`config.mk`:
```
export PLATFORM = sky130hd
export DESIGN_NAME = frame_builder
export DESIGN_NICKNAME = d
export VERILOG_FILES = /design/src/rtl/fb_pkg.sv /design/src/rtl/fb_crc.sv /design/src/rtl/fb_byte_sel.sv /design/src/rtl/frame_builder.sv
export SDC_FILE = /design/constraint.sdc
export NUM_CORES = 1
export LEC_CHECK = 0
export ABC_AREA = 1
export ABC_CLOCK_PERIOD_IN_PS = 7600
export CORE_ASPECT_RATIO = 2
export CORE_MARGIN = 1
export CORE_UTILIZATION = 55
export DETAILED_ROUTE_END_ITERATION = 12
export PLACE_DENSITY = 0.79
export SLEW_MARGIN = 0
export SYNTH_ARGS = -nofsm -noshare
export SYNTH_HDL_FRONTEND = slang
export SYNTH_HIERARCHICAL = 1
export SYNTH_SLANG_ARGS = --single-unit
```
`constraint.sdc`:
```
create_clock -name clk -period 7.6 [get_ports clk]
set_input_delay 1.14 -clock clk [delete_from_list [all_inputs] [get_ports clk]]
set_output_delay 1.14 -clock clk [all_outputs]
set_load 0.005 [all_outputs]
```
`src/rtl/fb_pkg.sv`:
```
package fb_pkg;
    localparam int ADDR_MIN   = 3;
    localparam int ADDR_MAX   = 5;
    localparam int PAY_MAX    = 16;
    localparam int BYTE_W     = 8;
    localparam int HDR_BYTES  = 4;
    localparam int CRC_BYTES  = 2;
    localparam int ALEN_W     = $clog2(ADDR_MAX + 1);
    localparam int PLEN_W     = $clog2(PAY_MAX + 1);
    localparam int FRAME_MAX  = HDR_BYTES + ADDR_MAX + PAY_MAX + CRC_BYTES;
    localparam int POS_W      = $clog2(FRAME_MAX);
    localparam int ADDR_BITS  = ADDR_MAX * BYTE_W;
    localparam int PAY_BITS   = PAY_MAX * BYTE_W;
    localparam logic [15:0] CRC_SEED = 16'hB5D2;
    localparam logic [15:0] CRC_POLY = 16'h1021;
    localparam logic [7:0]  PRE0 = 8'h71;
    localparam logic [7:0]  PRE1 = 8'h0F;
    localparam logic [7:0]  PRE2 = 8'h55;

    typedef enum logic [2:0] {
        SEG_LEN, SEG_PRE, SEG_ADDR, SEG_PAY, SEG_CRC_HI, SEG_CRC_LO
    } seg_e;

    typedef enum logic {ST_IDLE, ST_SEND} state_e;

    typedef struct packed {
        logic [ALEN_W-1:0]    alen;
        logic [PLEN_W-1:0]    plen;
        logic [ADDR_BITS-1:0] addr;
        logic [PAY_BITS-1:0]  pay;
    } frame_cfg_t;

    function automatic logic [7:0] whiten(input logic [4:0] idx);
        case (idx)
            5'd0:  return 8'hE3;  5'd1:  return 8'hB1;  5'd2:  return 8'h4B;
            5'd3:  return 8'hEA;  5'd4:  return 8'h85;  5'd5:  return 8'hBC;
            5'd6:  return 8'hE5;  5'd7:  return 8'h66;  5'd8:  return 8'h0D;
            5'd9:  return 8'hAE;  5'd10: return 8'h8C;  5'd11: return 8'h88;
            5'd12: return 8'h12;  5'd13: return 8'h69;  5'd14: return 8'hEE;
            5'd15: return 8'h1F;  5'd16: return 8'hC7;  5'd17: return 8'h62;
            5'd18: return 8'h97;  5'd19: return 8'hD5;  5'd20: return 8'h0B;
            5'd21: return 8'h79;  5'd22: return 8'hCA;  5'd23: return 8'hCC;
            default: return 8'h00;
        endcase
    endfunction

    function automatic logic [15:0] crc_xorout(input logic [4:0] k);
        return {whiten(k), whiten(k + 5'd1)};
    endfunction

    function automatic logic [7:0] bitrev8(input logic [7:0] b);
        logic [7:0] r;
        for (int i = 0; i < 8; i++) r[i] = b[7-i];
        return r;
    endfunction

    function automatic logic [15:0] crc_step(input logic [15:0] c, input logic [7:0] d);
        logic [15:0] r;
        logic        fb;
        r = c;
        for (int i = 7; i >= 0; i--) begin
            fb = r[15] ^ d[i];
            r  = {r[14:0], 1'b0};
            if (fb) r = r ^ CRC_POLY;
        end
        return r;
    endfunction

    function automatic logic [ALEN_W-1:0] clamp_alen(input logic [2:0] req);
        if (req < 3'(ADDR_MIN)) return ALEN_W'(ADDR_MIN);
        if (req > 3'(ADDR_MAX)) return ALEN_W'(ADDR_MAX);
        return ALEN_W'(req);
    endfunction

    function automatic logic [PLEN_W-1:0] clamp_plen(input logic [4:0] req);
        if (req > 5'(PAY_MAX)) return PLEN_W'(PAY_MAX);
        return PLEN_W'(req);
    endfunction
endpackage

```
`src/rtl/fb_crc.sv`:
```
module fb_crc
    import fb_pkg::*;
(
    input  logic        clk,
    input  logic        rst,
    input  logic        clr,
    input  logic        en,
    input  logic [7:0]  din,
    output logic [15:0] crc
);
    always_ff @(posedge clk) begin
        if (rst || clr) crc <= CRC_SEED;
        else if (en)    crc <= crc_step(crc, din);
    end

    p_crc_hold_r6: assert property (@(posedge clk) disable iff (rst)
        (!clr && !en) |=> $stable(crc));
    p_crc_seed_r6: assert property (@(posedge clk) disable iff (rst)
        clr |=> (crc == CRC_SEED));
endmodule

```
`src/rtl/fb_byte_sel.sv`:
```
module fb_byte_sel
    import fb_pkg::*;
(
    input  frame_cfg_t         cfg,
    input  logic [POS_W-1:0]   pos,
    input  logic [15:0]        crc_fin,
    output logic [7:0]         data,
    output seg_e               seg,
    output logic               crc_feed,
    output logic               last
);
    localparam int SUM_W = POS_W + 1;

    logic [SUM_W-1:0] body_idx;
    logic [SUM_W-1:0] body_len;
    logic [SUM_W-1:0] pay_idx;
    logic [SUM_W-1:0] addr_sel;
    logic [7:0]       raw;

    always_comb begin
        body_idx = SUM_W'(pos) - SUM_W'(HDR_BYTES);
        body_len = SUM_W'(cfg.alen) + SUM_W'(cfg.plen);
        pay_idx  = body_idx - SUM_W'(cfg.alen);
        addr_sel = SUM_W'(cfg.alen) - 1'b1 - body_idx;
        raw      = 8'h00;
        data     = 8'h00;
        crc_feed = 1'b0;
        last     = 1'b0;
        if (pos == '0) begin
            seg  = SEG_LEN;
            data = 8'(body_len + SUM_W'(CRC_BYTES + 3));
        end else if (SUM_W'(pos) < SUM_W'(HDR_BYTES)) begin
            seg = SEG_PRE;
            case (pos[1:0])
                2'd1:    data = PRE0;
                2'd2:    data = PRE1;
                default: data = PRE2;
            endcase
        end else if (body_idx < SUM_W'(cfg.alen)) begin
            seg      = SEG_ADDR;
            raw      = 8'(cfg.addr >> (addr_sel * 8));
            data     = raw ^ whiten(5'(body_idx));
            crc_feed = !((cfg.alen == ALEN_W'(ADDR_MIN)) && (body_idx == '0));
        end else if (body_idx < body_len) begin
            seg      = SEG_PAY;
            raw      = 8'(cfg.pay >> (pay_idx * 8));
            data     = bitrev8(raw) ^ whiten(5'(body_idx));
            crc_feed = 1'b1;
        end else if (body_idx == body_len) begin
            seg  = SEG_CRC_HI;
            data = crc_fin[15:8];
        end else begin
            seg  = SEG_CRC_LO;
            data = crc_fin[7:0];
            last = 1'b1;
        end
    end
endmodule

```
`src/rtl/frame_builder.sv`:
```
module frame_builder
    import fb_pkg::*;
(
    input  logic         clk,
    input  logic         rst,
    input  logic         start,
    input  logic [2:0]   addr_len_req,
    input  logic [39:0]  addr_in,
    input  logic [4:0]   pay_len_req,
    input  logic [127:0] pay_in,
    output logic [7:0]   out_data,
    output logic         out_valid,
    input  logic         out_ready,
    output logic         out_last,
    output logic         busy
);
    state_e           state;
    frame_cfg_t       cfg;
    logic [POS_W-1:0] pos;
    logic             fire;
    logic             take;
    logic             crc_feed;
    logic [15:0]      crc_q;
    logic [15:0]      crc_fin;
    logic [7:0]       sel_data;
    logic             sel_last;
    seg_e             seg;

    assign busy      = (state == ST_SEND);
    assign out_valid = busy;
    assign fire      = out_valid && out_ready;
    assign take      = start && (state == ST_IDLE);
    assign out_data  = busy ? sel_data : 8'h00;
    assign out_last  = busy && sel_last;
    assign crc_fin   = crc_q ^ crc_xorout(5'(cfg.alen) - 5'd3 + 5'(cfg.plen));

    always_ff @(posedge clk) begin
        if (rst) begin
            state <= ST_IDLE;
            pos   <= '0;
            cfg   <= '0;
        end else if (take) begin
            state    <= ST_SEND;
            pos      <= '0;
            cfg.alen <= clamp_alen(addr_len_req);
            cfg.plen <= clamp_plen(pay_len_req);
            cfg.addr <= addr_in;
            cfg.pay  <= pay_in;
        end else if (fire) begin
            if (sel_last) state <= ST_IDLE;
            else          pos   <= pos + 1'b1;
        end
    end

    fb_crc u_crc (
        .clk (clk),
        .rst (rst),
        .clr (take),
        .en  (fire && crc_feed),
        .din (sel_data),
        .crc (crc_q)
    );

    fb_byte_sel u_sel (
        .cfg      (cfg),
        .pos      (pos),
        .crc_fin  (crc_fin),
        .data     (sel_data),
        .seg      (seg),
        .crc_feed (crc_feed),
        .last     (sel_last)
    );

    p_stall_hold_r8: assert property (@(posedge clk) disable iff (rst)
        (out_valid && !out_ready) |=> (out_valid && $stable(out_data) && $stable(out_last)));
    p_last_ends_r9: assert property (@(posedge clk) disable iff (rst)
        (fire && out_last) |=> !busy);
    p_start_ignored_r10: assert property (@(posedge clk) disable iff (rst)
        (busy && !out_ready) |=> $stable(pos));
    p_alen_range_r2: assert property (@(posedge clk) disable iff (rst)
        busy |-> (cfg.alen >= ALEN_W'(ADDR_MIN) && cfg.alen <= ALEN_W'(ADDR_MAX)));
    p_first_len_r3: assert property (@(posedge clk) disable iff (rst)
        $rose(busy) |-> (seg == SEG_LEN && out_data >= 8'd8));
    p_reset_idle_r1: assert property (@(posedge clk)
        $past(rst) |-> !busy);
endmodule

```
==> reports/metrics.cfg, run 1 <==
[status]
status = completed

[sta]
slew_headroom_pct = 23.45
hold_violations = 0
clock_skew_ps = 10.63
rsz0062_at_grt = no
finalMaxSlewViolations = 0
worstMarginPinSlew_ps = 1148
setup_ws_ps = 1038
min_period_ps = 6562
max_freq_mhz = 152.4
fin_tns_setup_ps = 0
fin_crit_sh_pct = 86.34
final-setup-viol-count = 0

[worst_setup_path]
cpPeakStageDelay_ps = 720
crit_arrival_ps = 5420
reg2regPathDepth = 32
crit_end = out_data[4]
slowest_stage = fa_1
start_kind = register
r2r-start = cfg[173]
path_class = reg -> out
cp_data_required_time_ps = 6460
timing.critical_path.mode_cell = nand2_1
end_kind = primary output
crit_fanout = 11
reg2reg_setup_slack_ps = 2620
crit_start = cfg[173]
timing.rr.end = u_crc/crc[12]

[floorplan]
die_area_um2 = 23020
initial_core_util_pct = 55.79
core-area_um2 = 22060
ioPinCount = 191
die_h_um = 213.6
die_w_um = 107.8
rows = 77

[clock_tree]
cts_max_level = 4
cts_hold_buf = 0
cts_setup_buffers = 0
clk_path_buf_depth = 2
cts_tree = done
cts_made_buffers = 17
ctsResizeCount = 0
cts-root-buf = clkbuf_16
clkTransAtPathRegs_ps = 70
clock_sinks = 198
clock_latency_ps = 460

[placement]
dp_hpwl_mm = 30.11
place_congestion = 0.9561
port_buffers = 190
pre_cts_ws_ps = 1574

[layout]
drive_above_1_share_pct = 4.520
finalNetCount = 2183
area.growth.synth_to_final_pct = 19.76
regArea_um2 = 3964
multiInputGateArea_um2 = 6888
nFillCells = 1997

[power]
swShare_pct = 36.34
p_comb_share_pct = 33.8
power_frac_clock_pct = 28.8
seq_power_share_pct = 37.3
p_leak_nw = 7.244
power_density_nw_per_um2 = 206.3
irDropWorstVdd_mv = 0.2213
intPower_w = 0.001936
finalPower_w = 0.003041
power.switching_w = 0.001105

[grt]
antenna_found_initial = 1
grt_busiest_layer = met2
use_met3_pct = 5.410
grt_pass1_wl_mm = 61.51
grt_max_degree = 171
global_route.overflow_total = 0
grt_pass1_vias = 12210
grtUsageTotal_pct = 35.48
met1_usage_pct = 31.86
met2_usage_pct = 65.38

[detailed_routing]
drc = 0
drt_iter0_markers = 695
routedWlPerCell_um = 17.66
drt_pre_antenna_iters = 5
ant_nets = 0
avgViaCountPerCell = 5.557
num_vias = 12490
wirelength_mm = 39.69

[synth]
synth_area_um2 = 12310
post_synth.cell_area_avg_um2 = 6.755
syn_nets = 2049
synth_cells = 1822
yosysWarnings = 6

[hold_path]
hold_class = reg -> reg

[job]
maxCapViolations = 0

## worst min path at each step
stage / from / to / slack (ps) / depth (start not counted)
after global placement: pos[4] / pos[4] / 460 / 1
final: pos[4] / pos[4] / 480 / 1
after global routing: cfg[87] / cfg[87] / 500 / 1
after detailed placement: cfg[16] / cfg[16] / 470 / 1
after CTS: pos[4] / pos[4] / 480 / 1
after floorplan: pos[4] / pos[4] / 420 / 1
## placed cells by master, fill, tap and decap left out, drive strengths merged, types with 3 or more instances in the layout
master         instances
o211ai                 7
o21ai                 76
xor2                   6
nand2                607
or2                    6
buf                    8
nand3                180
clkbuf                21
clkdlybuf4s50        190
nand3b                 6
nand4                  8
dfxtp                198
ha                    43
clkinvlp               3
xnor2                 11
o22ai                  3
nor2                  90
a22o                 171
inv                  265
a21oi                 40
clkinv                 6
a22oi                  5
fa                     4
## routing by layer
metal,part of all wire [%],wire length [um],vias to the layer above
li1,-,-,6180
met1,33,13090,5746
met2,53,20850,397
met3,4.0,1574,164
met4,11,4169,0
met5,0,0,-
## power groups by stage
stage	clock, W	combinational (W)	sequential [W]
after detailed placement	0	0.00100	0.00116
after floorplan	0	0.000691	0.00114
after CTS	0.000887	0.00101	0.00113
final	0.000877	0.00103	0.00113
after global routing	0.000934	0.00114	0.00114
after global placement	0	0.000994	0.00115
## critical path: cells and delay by family, from the launching register on
family,cells,cell delay (ps)
compound gates,1,130
flops,1,410
fa+ha+maj,4,1850
buf+inv,6,1290
simple gates,15,1260
## stage by stage
stage / hold WS (ps) / std cells / utilization, % / area, um2
4_1_cts: 476.8 / 2245 / 66.79 / 14740
2_1_floorplan: 421.8 / 1822 / - / 12310
3_3_place_gp: 456.5 / 2213 / 64.20 / 14160
5_1_grt: 499.6 / 2246 / 66.80 / 14740
6_report: 477.4 / 2247 / 66.81 / 14740
3_5_place_dp: 466.3 / 2213 / 64.20 / 14160
## flip-flops by register name, summed over array words and instances, names as in the netlist
register,cells
pos,5
cfg,176
busy,1
u_crc/crc,16
## area by class of cell
type / instances / share of cell area, %
clock buffers: 21 / 3.259
clock inverters: 11 / 0.6196
diodes: 2 / 0.03395
well taps: 276 / 2.343
multi-input cells: 1278 / 46.73
repair buffers: 198 / 13.39
flip-flops and latches: 198 / 26.89
inverters: 263 / 6.731
Power figures use the tool's default switching activity.
==> run 2: changes to the inputs <==
--- a/config.mk
+++ b/config.mk
@@ -12,7 +12,7 @@
 export CORE_UTILIZATION = 55
 export DETAILED_ROUTE_END_ITERATION = 12
 export PLACE_DENSITY = 0.79
-export SLEW_MARGIN = 0
+export SLEW_MARGIN = 20
 export SYNTH_ARGS = -nofsm -noshare
 export SYNTH_HDL_FRONTEND = slang
 export SYNTH_HIERARCHICAL = 1
==> reports/metrics.cfg, run 2 (synthesis results as in run 1) <==
[clock_tree]
cts_made_buffers = 17  ; unchanged
cts-root-buf = clkbuf_16
cts_hold_buf = 0  ; unchanged
clkTransAtPathRegs_ps = 70  ; about the same
clock_latency_ps = 460  ; about the same
clock_sinks = 198  ; unchanged
clk_path_buf_depth = 2  ; unchanged
cts_max_level = 4  ; unchanged
ctsResizeCount = 0  ; unchanged
cts_tree = done
cts_setup_buffers = 0  ; unchanged

[detailed_routing]
wirelength_mm = 39.69  ; about the same
drc = 0  ; unchanged
avgViaCountPerCell = 5.552  ; about the same
ant_nets = 0  ; unchanged
drt_pre_antenna_iters = 6  ; +1
drt_iter0_markers = 780  ; +12%
routedWlPerCell_um = 17.66  ; about the same
num_vias = 12480  ; -0.088%

[worst_setup_path]
slowest_stage = fa_1
cpPeakStageDelay_ps = 720  ; about the same
reg2regPathDepth = 25  ; -22%
timing.critical_path.mode_cell = nand2_1
r2r-start = cfg[173]
crit_arrival_ps = 5420  ; about the same
path_class = reg -> out
critPathBufInv = 6  ; unchanged
path_delay_family = adder cells
crit_fanout = 11  ; unchanged
start_kind = register
reg2reg_setup_slack_ps = 2600  ; -20 ps
end_kind = primary output
cp_data_required_time_ps = 6460  ; about the same
timing.rr.end = u_crc/crc[3]

[power]
p_leak_nw = 7.245  ; about the same
irDropWorstVdd_mv = 0.2217  ; +0.19%
power_density_nw_per_um2 = 206.4  ; about the same
finalPower_w = 0.003043  ; about the same

[placement]
place_congestion = 0.9561  ; unchanged
dp_hpwl_mm = 30.11  ; unchanged
pre_cts_ws_ps = 1574  ; unchanged
port_buffers = 190  ; unchanged
place_inst = 2213  ; unchanged

[hold_path]
min_to = pos[4]
worstHoldPathCells = 1  ; unchanged
hold_class = reg -> reg
hp-start = pos[4]

[layout]
top_regs = cfg: 176 flops, u_crc/crc: 16 flops, pos: 5 flops
finalNetCount = 2183  ; unchanged
largest_reg_flops = 176  ; unchanged
nFillCells = 1997  ; unchanged
drive_above_1_share_pct = 4.520  ; unchanged
area.growth.synth_to_final_pct = 19.79  ; about the same
multiInputGateArea_um2 = 6888  ; unchanged
stdcell_count = 2247  ; unchanged
final_cell_mix = 593 x nand2_1, 254 x inv_1, 198 x dfxtp_1, 190 x clkdlybuf4s50_1, 176 x nand3_1
regArea_um2 = 3964  ; unchanged
final_common_cell = nand2_1
top_register = cfg

[grt]
grt_max_degree = 171  ; unchanged
grt_pass1_wl_mm = 61.51  ; unchanged
grt_pass1_vias = 12210  ; unchanged
grtUsageTotal_pct = 35.48  ; unchanged
global_route.overflow_total = 0  ; unchanged
antenna_found_initial = 1  ; unchanged

[floorplan]
rows = 77  ; unchanged
ioPinCount = 191  ; unchanged
core-area_um2 = 22060  ; unchanged
initial_core_util_pct = 55.79  ; unchanged
die_h_um = 213.6  ; unchanged
die_area_um2 = 23020  ; unchanged
die_w_um = 107.8  ; unchanged

[sta]
min_period_ps = 6558  ; -4.160 ps
worstMarginPinSlew_ps = 965.7  ; -182.6 ps
max_freq_mhz = 152.5  ; about the same
final-setup-viol-count = 0  ; unchanged
rsz0062_at_grt = no
slew_headroom_pct = 35.62  ; +12 points
setup_ws_ps = 1042  ; +4.160 ps
fin_crit_sh_pct = 86.29  ; about the same
fin_tns_setup_ps = 0  ; unchanged
finalMaxSlewViolations = 0  ; unchanged
clock_skew_ps = 12.25  ; +1.620 ps
hold_violations = 0  ; unchanged
hold_ws_ps = 478.3  ; +0.8960 ps

[job]
maxCapViolations = 0  ; unchanged

[status]
status = completed

[run 2: how the worst max path moves through the flow]
| stage | start | end | slack, ps | cells past startpoint |
|---|---|---|---|---|
| floorplan | cfg[174] | out_data[3] | 2930 | 25 |
| global placement | cfg[174] | out_data[3] | 1670 | 26 |
| detailed placement | cfg[173] | out_data[4] | 1570 | 26 |
| CTS | cfg[173] | out_data[4] | 1060 | 26 |
| global route | cfg[173] | out_data[3] | 590 | 26 |
| finish | cfg[173] | out_data[4] | 1040 | 26 |
[run 2: final cells by class]
type	count	share of cell area, %
Multi-Input combinational cell	1278	46.72
Sequential cell	198	26.88
Timing Repair Buffer	198	13.42
Inverter	263	6.729
Clock buffer	21	3.259
Tap cell	276	2.342
Clock inverter	11	0.6195
Antenna cell	2	0.03394
[run 2: worst register-to-register path: stages (launching register included)]
cell      delay [ps]
dfxtp_1          410
ha_1             350
inv_1             60
fa_1             720
inv_1            240
ha_1             290
ha_1             490
clkinv_1         310
a21oi_1          230
nand3_1           90
nand2_1           70
nand2_1           70
nand2_1           60
nand2_1           40
nand2_1           60
a21oi_1           40
o21ai_0          240
a21oi_1          110
nor2_1           270
inv_1            110
nand2_1           70
nand2_1          130
nand2_1          150
nand2_1          100
o21ai_0          170
inv_1             50
[run 2: routing by layer]
metal,GRT usage (%),share of wire [%],vias up
met4,34.77,10,0
li1,-,-,6186
met1,31.86,33,5724
met3,5.410,4.0,153
met5,0,0,-
met2,65.38,53,413
[run 2: metrics by stage]
step | instance area [um2] | util, %
5_1_grt | 14740 | 66.82
3_3_place_gp | 14160 | 64.20
6_report | 14740 | 66.83
3_5_place_dp | 14160 | 64.20
2_1_floorplan | 12310 | -
4_1_cts | 14740 | 66.79
[run 2: power breakdown]
part           total [W]  leakage, nW  internal [W]  switching [W]
clock network   0.000878        0.275      0.000460       0.000418
logic            0.00103         5.35      0.000381       0.000649
registers        0.00113         1.62       0.00110      0.0000391
==> run 3: changes to the inputs <==
--- a/config.mk
+++ b/config.mk
@@ -11,6 +11,7 @@
 export CORE_MARGIN = 1
 export CORE_UTILIZATION = 55
 export DETAILED_ROUTE_END_ITERATION = 12
+export GPL_TIMING_DRIVEN = 0
 export PLACE_DENSITY = 0.79
 export SLEW_MARGIN = 20
 export SYNTH_ARGS = -nofsm -noshare
==> reports/metrics.cfg, run 3 (synthesis results as in run 1) <==
[status]
status = completed

[floorplan]
core-area_um2 = 22060  ; unchanged
rows = 77  ; unchanged
die_w_um = 107.8  ; unchanged
ioPinCount = 191  ; unchanged
die_area_um2 = 23020  ; unchanged
die_h_um = 213.6  ; unchanged
initial_core_util_pct = 55.79  ; unchanged

[worst_setup_path]
timing.rr.end = u_crc/crc[3]
reg2regPathDepth = 26  ; +4.0%
end_kind = primary output
path_class = reg -> out
reg2reg_setup_slack_ps = 2240  ; -360 ps
r2r-start = cfg[173]
crit_arrival_ps = 5610  ; +190 ps
start_kind = register
cp_data_required_time_ps = 6460  ; about the same
crit_fanout = 11  ; unchanged

[sta]
setup_ws_ps = 848.5  ; -193.6 ps
hold_violations = 0  ; unchanged
finalMaxSlewViolations = 0  ; unchanged
clock_skew_ps = 14.82  ; +2.567 ps
slew_headroom_pct = 49.74  ; +14 points
final-setup-viol-count = 0  ; unchanged
worstMarginPinSlew_ps = 751.1  ; -214.6 ps
fin_crit_sh_pct = 88.84  ; +2.5 points
rsz0062_at_grt = no
fin_tns_setup_ps = 0  ; unchanged
max_freq_mhz = 148.1  ; -2.9%
min_period_ps = 6752  ; +193.6 ps

[layout]
top_register = cfg
final_area_um2 = 15120  ; +2.5%
area.growth.synth_to_final_pct = 22.84
finalNetCount = 2258  ; +3.4%
final_cell_mix = 593 x nand2_1, 254 x inv_1, 198 x dfxtp_1, 190 x clkdlybuf4s50_1, 176 x nand3_1
largest_reg_flops = 176  ; unchanged
final_common_cell = nand2_1
drive_above_1_share_pct = 6.954  ; +2.4 points
nFillCells = 2033  ; +1.8%
top_regs = cfg: 176 flops, u_crc/crc: 16 flops, pos: 5 flops
stdcell_count = 2320  ; +3.2%

[grt]
grt_pass1_vias = 12900  ; +5.7%
grt_pass1_wl_mm = 65.14  ; +5.9%
global_route.overflow_total = 0  ; unchanged
grtUsageTotal_pct = 38.10  ; +2.6 points
grt_max_degree = 17  ; -90%
antenna_found_initial = 1  ; unchanged

[clock_tree]
clock_latency_ps = 450  ; about the same
clk_path_buf_depth = 2  ; unchanged
ctsResizeCount = 0  ; unchanged
clock_sinks = 198  ; unchanged
cts-root-buf = clkbuf_16
cts_tree = done
clkTransAtPathRegs_ps = 70  ; about the same
cts_setup_buffers = 0  ; unchanged
cts_made_buffers = 17  ; unchanged
cts_max_level = 4  ; unchanged
cts_hold_buf = 0  ; unchanged

[detailed_routing]
drc = 0  ; unchanged
num_vias = 12980  ; +4.0%
avgViaCountPerCell = 5.594  ; +0.76%
wirelength_mm = 43.11  ; +8.6%
ant_nets = 0  ; unchanged
drt_pre_antenna_iters = 7  ; +1
drt_iter0_markers = 982  ; +26%
routedWlPerCell_um = 18.58  ; +5.2%

[placement]
place_inst = 2288  ; +3.4%
port_buffers = 190  ; unchanged
dp_hpwl_mm = 34.29  ; +14%
place_congestion = 0.9783  ; +2.3%
place_area_um2 = 14560  ; +2.8%
pre_cts_ws_ps = 1437  ; -137.1 ps

[power]
power_density_nw_per_um2 = 205.0  ; -0.65%
irDropWorstVdd_mv = 0.2022  ; -8.8%
finalPower_w = 0.003100  ; +1.9%
p_leak_nw = 7.519  ; +3.8%

[hold_path]
hp-start = pos[4]
worstHoldPathCells = 1  ; unchanged
min_to = pos[4]
hold_class = reg -> reg

[job]
maxCapViolations = 0  ; unchanged

[run 3: changes by cell type in the layout (fill, tap and decap cells not counted), moves of 3 or more]
cell	change
buf_1	+5
clkinv_4	-3
clkbuf_1	+14
buf_2	+48
buf_4	+4
[run 3: layer usage]
metal | global-route usage (%) | routed length [um]
met1 | 31.45 | 13800
met2 | 71.29 | 22650
met3 | 8.085 | 2078
met4 | 38.40 | 4579
met5 | 0 | 0
[run 3: power by group]
part           internal (W)  switching [W]  leakage [nW]
sequential          0.00110      0.0000408          1.62
combinational      0.000402       0.000681          5.63
clock              0.000480       0.000401         0.260
[run 3: final cells by class]
class,count,area [um2],share of cell area [%]
Clock buffer,18,429.2,2.838
Tap cell,276,345.3,2.284
Buffer,83,471.7,3.120
Sequential cell,198,3964,26.22
Timing Repair Buffer,190,1902,12.58
Inverter,263,992.2,6.562
Clock inverter,12,130.1,0.8606
Multi-Input combinational cell,1278,6880,45.51
Antenna cell,2,5.005,0.03310
[run 3: through the flow]
| stage | hold slack [ps] | util [%] |
|---|---|---|
| 2_1_floorplan | 421.8 | - |
| 3_3_place_gp | 435.4 | 65.97 |
| 3_5_place_dp | 437.4 | 65.97 |
| 4_1_cts | 447.6 | 68.51 |
| 5_1_grt | 492.9 | 68.52 |
| 6_report | 449.6 | 68.53 |
[run 3: critical path, stage by stage, from the launching register on]
cell and delay [ps]:
dfxtp_1 580, ha_1 260, inv_1 70, fa_1 770, inv_1 290, ha_1 370
ha_1 350, clkbuf_1 310, nor2_1 140, a21oi_1 140, nand3_1 110, inv_1 70
nand2_1 70, nand2_1 80, nand2_1 40, nand2_1 60, a21oi_1 40, o21ai_0 210
a21oi_1 120, nor2_1 370, nand2_1 120, inv_1 80, clkdlybuf4s50_1 500
[run 3: how the worst max path moves through the flow]
stage / start / end / slack (ps) / cells after the start
2_1_floorplan: cfg[174] / out_data[3] / 2930 / 25
3_3_place_gp: cfg[173] / out_data[7] / 1490 / 22
3_5_place_dp: cfg[173] / out_data[7] / 1440 / 22
4_1_cts: cfg[173] / out_data[7] / 940 / 22
5_1_grt: cfg[173] / out_data[1] / 490 / 26
6_report: cfg[173] / out_data[7] / 850 / 22
